`src/rtl/cfg_seq_pkg.sv`:
```
package cfg_seq_pkg;

  typedef enum logic [2:0] {
    ST_LOAD  = 3'd0,
    ST_SETUP = 3'd1,
    ST_HIGH  = 3'd2,
    ST_HOLD  = 3'd3,
    ST_GAP   = 3'd4,
    ST_LATCH = 3'd5,
    ST_DONE  = 3'd6
  } seq_state_e;

endpackage

```
`src/rtl/cfg_phase_timer.sv`:
```
module cfg_phase_timer #(
  parameter int PHASE_CYC = 4
) (
  input  logic clk,
  input  logic rst_n,
  input  logic clear,
  output logic tick
);

  localparam int CW = (PHASE_CYC > 1) ? $clog2(PHASE_CYC) : 1;
  localparam logic [CW-1:0] CNT_LAST = CW'(PHASE_CYC - 1);

  logic [CW-1:0] cnt_q;
  logic [CW-1:0] cnt_d;

  assign tick = (cnt_q == CNT_LAST);

  always_comb begin
    if (clear || tick) cnt_d = '0;
    else               cnt_d = cnt_q + 1'b1;
  end

  always_ff @(posedge clk or negedge rst_n) begin
    if (!rst_n) cnt_q <= '0;
    else        cnt_q <= cnt_d;
  end

endmodule

```
`src/rtl/cfg_word_shifter.sv`:
```
module cfg_word_shifter #(
  parameter int BYTE_W         = 8,
  parameter int BYTES_PER_WORD = 3,
  parameter int NUM_WORDS      = 4
) (
  input  logic                                  clk,
  input  logic                                  rst_n,
  input  logic [NUM_WORDS*BYTE_W*BYTES_PER_WORD-1:0] words_in,
  input  logic                                  capture,
  input  logic                                  word_next,
  input  logic                                  bit_advance,
  output logic                                  ser_bit,
  output logic                                  last_bit,
  output logic                                  last_word
);

  localparam int WORD_W     = BYTE_W * BYTES_PER_WORD;
  localparam int BIT_W      = (BYTE_W > 1) ? $clog2(BYTE_W) : 1;
  localparam int BYTE_IDX_W = (BYTES_PER_WORD > 1) ? $clog2(BYTES_PER_WORD) : 1;
  localparam int IDX_W      = (NUM_WORDS > 1) ? $clog2(NUM_WORDS) : 1;
  localparam logic [BIT_W-1:0]      BIT_LAST  = BIT_W'(BYTE_W - 1);
  localparam logic [BYTE_IDX_W-1:0] BYTE_LAST = BYTE_IDX_W'(BYTES_PER_WORD - 1);
  localparam logic [IDX_W-1:0]      WORD_LAST = IDX_W'(NUM_WORDS - 1);

  logic [WORD_W-1:0] word_slice [NUM_WORDS];
  logic [WORD_W-1:0] store_q    [NUM_WORDS];
  logic [WORD_W-1:0] store_d    [NUM_WORDS];

  logic [WORD_W-1:0]     sh_q, sh_d;
  logic [BIT_W-1:0]      bit_q, bit_d;
  logic [BYTE_IDX_W-1:0] byte_q, byte_d;
  logic [IDX_W-1:0]      idx_q, idx_d;
  logic [IDX_W-1:0]      idx_inc;
  logic                  last_byte;

  // One slice per configured word; word 0 sits in the lowest bits.
  for (genvar w = 0; w < NUM_WORDS; w++) begin : g_slice
    assign word_slice[w] = words_in[w*WORD_W +: WORD_W];
  end

  assign idx_inc   = idx_q + 1'b1;
  assign last_byte = (byte_q == BYTE_LAST);
  assign last_bit  = last_byte && (bit_q == BIT_LAST);
  assign last_word = (idx_q == WORD_LAST);
  assign ser_bit   = sh_q[WORD_W-1];

  always_comb begin
    store_d = store_q;
    if (capture) store_d = word_slice;
  end

  always_comb begin
    sh_d   = sh_q;
    bit_d  = bit_q;
    byte_d = byte_q;
    idx_d  = idx_q;
    if (capture) begin
      // Storage is written on this edge, so load the first word straight from the bus.
      sh_d   = word_slice[0];
      bit_d  = '0;
      byte_d = '0;
      idx_d  = '0;
    end else if (word_next) begin
      idx_d = idx_inc;
      sh_d  = store_q[idx_inc];
    end else if (bit_advance) begin
      sh_d = {sh_q[WORD_W-2:0], 1'b0};
      if (bit_q == BIT_LAST) begin
        bit_d  = '0;
        byte_d = last_byte ? '0 : byte_q + 1'b1;
      end else begin
        bit_d = bit_q + 1'b1;
      end
    end
  end

  always_ff @(posedge clk or negedge rst_n) begin
    if (!rst_n) begin
      for (int w = 0; w < NUM_WORDS; w++) store_q[w] <= '0;
    end else begin
      store_q <= store_d;
    end
  end

  always_ff @(posedge clk or negedge rst_n) begin
    if (!rst_n) begin
      sh_q   <= '0;
      bit_q  <= '0;
      byte_q <= '0;
      idx_q  <= '0;
    end else begin
      sh_q   <= sh_d;
      bit_q  <= bit_d;
      byte_q <= byte_d;
      idx_q  <= idx_d;
    end
  end

endmodule

```
`src/rtl/cfg_seq_fsm.sv`:
```
module cfg_seq_fsm
  import cfg_seq_pkg::*;
(
  input  logic clk,
  input  logic rst_n,
  input  logic start,
  input  logic tick,
  input  logic last_bit,
  input  logic last_word,
  output logic capture,
  output logic word_next,
  output logic bit_advance,
  output logic timer_clear,
  output logic sclk_o,
  output logic data_en_o,
  output logic le_o,
  output logic done_o
);

  seq_state_e state_q, state_d;
  logic sclk_d, data_en_d, le_d, done_d;

  always_comb begin
    state_d     = state_q;
    capture     = 1'b0;
    word_next   = 1'b0;
    bit_advance = 1'b0;
    timer_clear = 1'b0;
    case (state_q)
      ST_LOAD: begin
        capture     = 1'b1;
        timer_clear = 1'b1;
        state_d     = ST_SETUP;
      end
      ST_SETUP: if (tick) state_d = ST_HIGH;
      ST_HIGH:  if (tick) state_d = ST_HOLD;
      ST_HOLD: begin
        if (tick) begin
          bit_advance = 1'b1;
          state_d     = last_bit ? ST_GAP : ST_SETUP;
        end
      end
      ST_GAP:   if (tick) state_d = ST_LATCH;
      ST_LATCH: begin
        if (tick) begin
          if (last_word) begin
            state_d = ST_DONE;
          end else begin
            word_next = 1'b1;
            state_d   = ST_SETUP;
          end
        end
      end
      ST_DONE: begin
        timer_clear = 1'b1;
        if (start) begin
          capture = 1'b1;
          state_d = ST_SETUP;
        end
      end
      default: state_d = ST_LOAD;
    endcase
  end

  // Outputs are registered from the next state so the pins never glitch.
  always_comb begin
    sclk_d    = (state_d == ST_HIGH);
    le_d      = (state_d == ST_LATCH);
    done_d    = (state_d == ST_DONE);
    data_en_d = (state_d == ST_SETUP) || (state_d == ST_HIGH) || (state_d == ST_HOLD);
  end

  always_ff @(posedge clk or negedge rst_n) begin
    if (!rst_n) begin
      state_q   <= ST_LOAD;
      sclk_o    <= 1'b0;
      data_en_o <= 1'b0;
      le_o      <= 1'b0;
      done_o    <= 1'b0;
    end else begin
      state_q   <= state_d;
      sclk_o    <= sclk_d;
      data_en_o <= data_en_d;
      le_o      <= le_d;
      done_o    <= done_d;
    end
  end

endmodule

```
`src/rtl/synth_cfg_seq.sv`:
```
module synth_cfg_seq #(
  parameter int PHASE_CYC      = 4,
  parameter int BYTE_W         = 8,
  parameter int BYTES_PER_WORD = 3,
  parameter int NUM_WORDS      = 4
) (
  input  logic                                       clk,
  input  logic                                       rst_n,
  input  logic                                       start,
  input  logic [NUM_WORDS*BYTE_W*BYTES_PER_WORD-1:0] cfg_words,
  output logic                                       ser_clk,
  output logic                                       ser_data,
  output logic                                       latch_en,
  output logic                                       done
);

  logic [1:0] rst_sync_q;
  logic       rst_int_n;
  logic       tick, timer_clear;
  logic       capture, word_next, bit_advance;
  logic       ser_bit, last_bit, last_word;
  logic       data_en;

  // Reset asserts at once and is released two clock edges later.
  always_ff @(posedge clk or negedge rst_n) begin
    if (!rst_n) rst_sync_q <= 2'b00;
    else        rst_sync_q <= {rst_sync_q[0], 1'b1};
  end
  assign rst_int_n = rst_sync_q[1];

  cfg_phase_timer #(
    .PHASE_CYC(PHASE_CYC)
  ) u_timer (
    .clk   (clk),
    .rst_n (rst_int_n),
    .clear (timer_clear),
    .tick  (tick)
  );

  cfg_word_shifter #(
    .BYTE_W         (BYTE_W),
    .BYTES_PER_WORD (BYTES_PER_WORD),
    .NUM_WORDS      (NUM_WORDS)
  ) u_shifter (
    .clk         (clk),
    .rst_n       (rst_int_n),
    .words_in    (cfg_words),
    .capture     (capture),
    .word_next   (word_next),
    .bit_advance (bit_advance),
    .ser_bit     (ser_bit),
    .last_bit    (last_bit),
    .last_word   (last_word)
  );

  cfg_seq_fsm u_fsm (
    .clk         (clk),
    .rst_n       (rst_int_n),
    .start       (start),
    .tick        (tick),
    .last_bit    (last_bit),
    .last_word   (last_word),
    .capture     (capture),
    .word_next   (word_next),
    .bit_advance (bit_advance),
    .timer_clear (timer_clear),
    .sclk_o      (ser_clk),
    .data_en_o   (data_en),
    .le_o        (latch_en),
    .done_o      (done)
  );

  assign ser_data = data_en & ser_bit;

endmodule

```
`config.mk`:
```
export PLATFORM = sky130hd
export DESIGN_NAME = synth_cfg_seq
export DESIGN_NICKNAME = d
export VERILOG_FILES = /design/src/rtl/cfg_seq_pkg.sv /design/src/rtl/cfg_phase_timer.sv /design/src/rtl/cfg_word_shifter.sv /design/src/rtl/cfg_seq_fsm.sv /design/src/rtl/synth_cfg_seq.sv
export SDC_FILE = /design/constraint.sdc
export NUM_CORES = 1
export LEC_CHECK = 0
export BUFFER_PORTS_ARGS = -buffer_cell sky130_fd_sc_hd__buf_2
export CAP_MARGIN = 5
export CORE_MARGIN = 10
export CORE_UTILIZATION = 55
export DETAILED_ROUTE_END_ITERATION = 12
export GPL_TIMING_DRIVEN = 0
export PLACE_DENSITY = 0.75
export SYNTH_ARGS = -nofsm -noshare
export SYNTH_HDL_FRONTEND = slang
export SYNTH_SLANG_ARGS = --single-unit
```
`constraint.sdc`:
```
create_clock -name clk -period 7.7 [get_ports clk]
set_input_delay 0.385 -clock clk [delete_from_list [all_inputs] [get_ports clk]]
set_output_delay 0.385 -clock clk [all_outputs]
set_load 0.02 [all_outputs]
```
==> results by group <==
Power and ir drop
  – Leakage: between 0.004 and 0.005 uW
  – Cell area power density: 200 nW/um^2
  – Peak supply drop: 0.146 mV

Min path
  – Hold EP: u_shifter.store_q[24]
  – Hold Path Depth: 3
  – Hold Startpoint: cfg_words[48]
  – Hold WC Path Type: in2reg

GRT
  – Largest net degree at the start of global routing: 51
  – First-pass GRT wire length: approximately 30000 um
  – GR peak layer: met2
  – Vias in the first global route: 5857
  – Met2 Track Usage GR: a little under two fifths
  – Grt total ovfl: 0
  – GRT Util Overall: 22.8%
  – GR Util met3: 4.91%
  – Initial antenna violation count: 0
  – GR Util met1: 28.9%

Synth
  – Synth warn: 0
  – Yosys reg bits: between 100 and 150
  – Top post-synthesis cells by area: dfrtp_1 (52%), nand2_1 (13%), mux4_2 (6.1%)
  – Gate Count Post-Synth: 665
  – EDFF count, synth: 0
  – Syn avg cell area: 9.99 sq um
  – Post-synth top area cell: dfrtp_1
  – Share of the synthesized area in the top cell type: between 50% and 60%
  – Post-synth cell types: between 40 and 50
  – Ys async rst share: 100%
  – Most frequent cell after synthesis: nand2_1
  – Mapped cell area: 6640 sq um
  – Post-synthesis net count: between 700 and 800
  – Sequential fraction of the synthesis area: 52.0%
  – Dominant synthesized flop cell: dfrtp_1
  – Commonest cells in the netlist: nand2_1 (230), dfrtp_1 (138), inv_1 (51)

Drt
  – ANT nets after route: 0
  – Avg Vias per Cell: 5.75
  – Pre-antenna DRT Iters: 5
  – Aggregate routed wire length: 18400 um
  – DRC errors left: 0
  – Average wire per standard cell: slightly below 20 um
  – Initial DRC count: 500
  – DR vias: 5431

Clocking
  – Postcts setup bufs: 0
  – CTS clk-pin slew, worst paths: approximately 60 ps
  – Clock tree root buffer cell: clkbuf_16
  – CTS resizes: 0
  – Clock Sinks: roughly 140
  – Max Buffers Root-to-Sink: 2
  – Clock Latency Late Sink: approximately 420 ps
  – H-tree depth: 4
  – Hold_buf cts: 1
  – CTS Buf Count: 17
  – TritonCTS clock tree: built

STA
  – Final setup fails: 0
  – Final Slew Violations: 0
  – Fmax: 368 MHz
  – Setup_tns: 0 ps
  – Max-slew headroom: 48.5%
  – Final min period: 2720 ps
  – Period utilisation layout: around a third
  – Slew @ Worst Pin: 772 ps
  – RSZ-0062 raised after global routing: false
  – Final hold vios: 0
  – Clock Skews: 7.16 ps

Worst setup path
  – Largest delay share family, worst path: buffers and inverters
  – R2r setup slk: 4980 ps
  – Crit Path Category: reg2reg
  – R2R Path End: u_shifter.sh_q[23]
  – CP max stage cell: clkbuf_1
  – Worst Reg-to-Reg Cells: 7
  – CP Cell Sequence: ha_1, buf_2, clkbuf_1, mux4_2, and3_1, a311oi_1, mux2i_1
  – Worst R2R Start: u_shifter.idx_q[0]
  – Critical Path RT: roughly 8000 ps
  – Crit-path max FO: 10
  – Max stage delay on crit path: 610 ps
  – CP Capture Type: flip-flop
  – Worst Path Buf+Inv: 2
  – Crit path launch type: flip-flop
  – Critical Path AT: about 3000 ps

Final layout
  – Proportion of layout cells with a drive suffix above 1: ~23%
  – Fin area: 7930 sq um
  – Total Nets Final: 892
  – Area growth, synth to finish: 19.3%
  – Antenna cells: 0

Floorplan
  – Die W: 130 um
  – Die height: 130 um
  – Core ar.: 11900 sq um
  – Area of the die: around 17000 sq um
  – Row count: 40
  – Initial Utilization: 55.8%
  – Top-Level Pins: just over 100

Run
  – Max-cap violations: 0

Placement
  – Port buffer count: 102
  – Detailed Place HPWL: 12800 um
  – Area post-placement: 7400 sq um
  – Final RePlAce weighted congestion: 0.869

Status
  – Status: finished clean
-- through the flow --
step                      power [uW]  setup WS (ps)  cells  utilization, %  hold slack (ps)
final                           1580           4980    944            66.5              152
after global routing            1630           4970    944            66.5              158
after CTS                       1590           5040    944            66.5              143
after detailed placement         860           5040    916            62.1              172
after global placement           852           2150    914            61.6              170
after floorplan                  816           3570    665               -             89.4
-- flip-flops by register name, indices dropped and copies added, names as in the netlist --
signal / cells
rst_sync_q: 2
u_fsm.data_en_o: 1
u_fsm.done_o: 1
u_fsm.le_o: 1
u_fsm.sclk_o: 1
u_fsm.state_q: 3
u_shifter.bit_q: 3
u_shifter.byte_q: 2
u_shifter.idx_q: 2
u_shifter.sh_q: 24
u_shifter.store_q: 96
u_timer.cnt_q: 2
-- layer usage --
layer,wire length [um],up-vias
li1,-,2496
met1,7540,2678
met2,9140,222
met3,1280,35
met4,414,0
met5,0,-
-- tightest hold or removal path: stages --
cell and delay, ps:
buf_2 70, nand2_1 40, nand2_1 40
-- placed cells by master (no fill, tap or decap), types with 2 or more instances in the layout --
| cell type | count |
|---|---|
| nand2_1 | 230 |
| dfrtp_1 | 137 |
| buf_2 | 126 |
| inv_1 | 51 |
| and3_1 | 24 |
| a21o_1 | 24 |
| a211oi_1 | 23 |
| a311oi_1 | 23 |
| mux2i_1 | 23 |
| clkbuf_1 | 21 |
| mux4_2 | 18 |
| clkbuf_16 | 17 |
| a21oi_1 | 9 |
| nand3_1 | 6 |
| mux4_1 | 6 |
| clkbuf_8 | 5 |
| o21ai_0 | 4 |
| nor2_1 | 4 |
| ha_1 | 4 |
| and2_1 | 3 |
| nand3b_1 | 3 |
| buf_4 | 3 |
| and3b_1 | 2 |
| nand2b_1 | 2 |
| nor3b_1 | 2 |
| buf_6 | 2 |
| clkinv_2 | 2 |
| buf_16 | 2 |
-- layout make-up --
cell class	instances	area, sq um
Clock buffer	24	502
Sequential cell	138	3460
Buffer	49	256
Multi-Input combinational cell	427	2740
Clock inverter	3	17.5
Inverter	51	191
Fill cell	945	3990
Timing Repair Buffer	105	576
Tap cell	147	184
-- logic make-up (layout without fill, tap and decap cells) --
| logic type | Yosys count | after routing | synth area share (%) |
|---|---|---|---|
| mux | 48 | 48 | 12.1 |
| fa+ha+maj | 4 | 4 | 0.753 |
| flops | 138 | 138 | 52.0 |
| compound gates | 91 | 91 | 10.3 |
| simple gates | 283 | 283 | 18.1 |
| other cells | 1 | 1 | 0.0564 |
| buf+inv | 100 | 232 | 6.74 |
-- worst max-delay path by stage --
stage | from | to | slack, ps | depth (start not counted)
after detailed placement | u_shifter.idx_q[0] | u_shifter.sh_q[23] | 5040 | 7
final | u_shifter.idx_q[0] | u_shifter.sh_q[23] | 4980 | 7
after floorplan | rst_sync_q[1] | u_fsm.data_en_o | 3570 | 0
after CTS | u_shifter.idx_q[0] | u_shifter.sh_q[23] | 5040 | 7
after global routing | u_shifter.idx_q[0] | u_shifter.sh_q[23] | 4970 | 7
after global placement | rst_sync_q[1] | u_shifter.store_q[62] | 2150 | 0
-- report_power, final --
part | switching [uW] | internal [uW] | leakage (uW)
clock network | 290 | 444 | 0.000256
registers | 18.5 | 752 | 0.00155
logic | 34.7 | 43.1 | 0.00230
(Power assumes the default switching activity.)
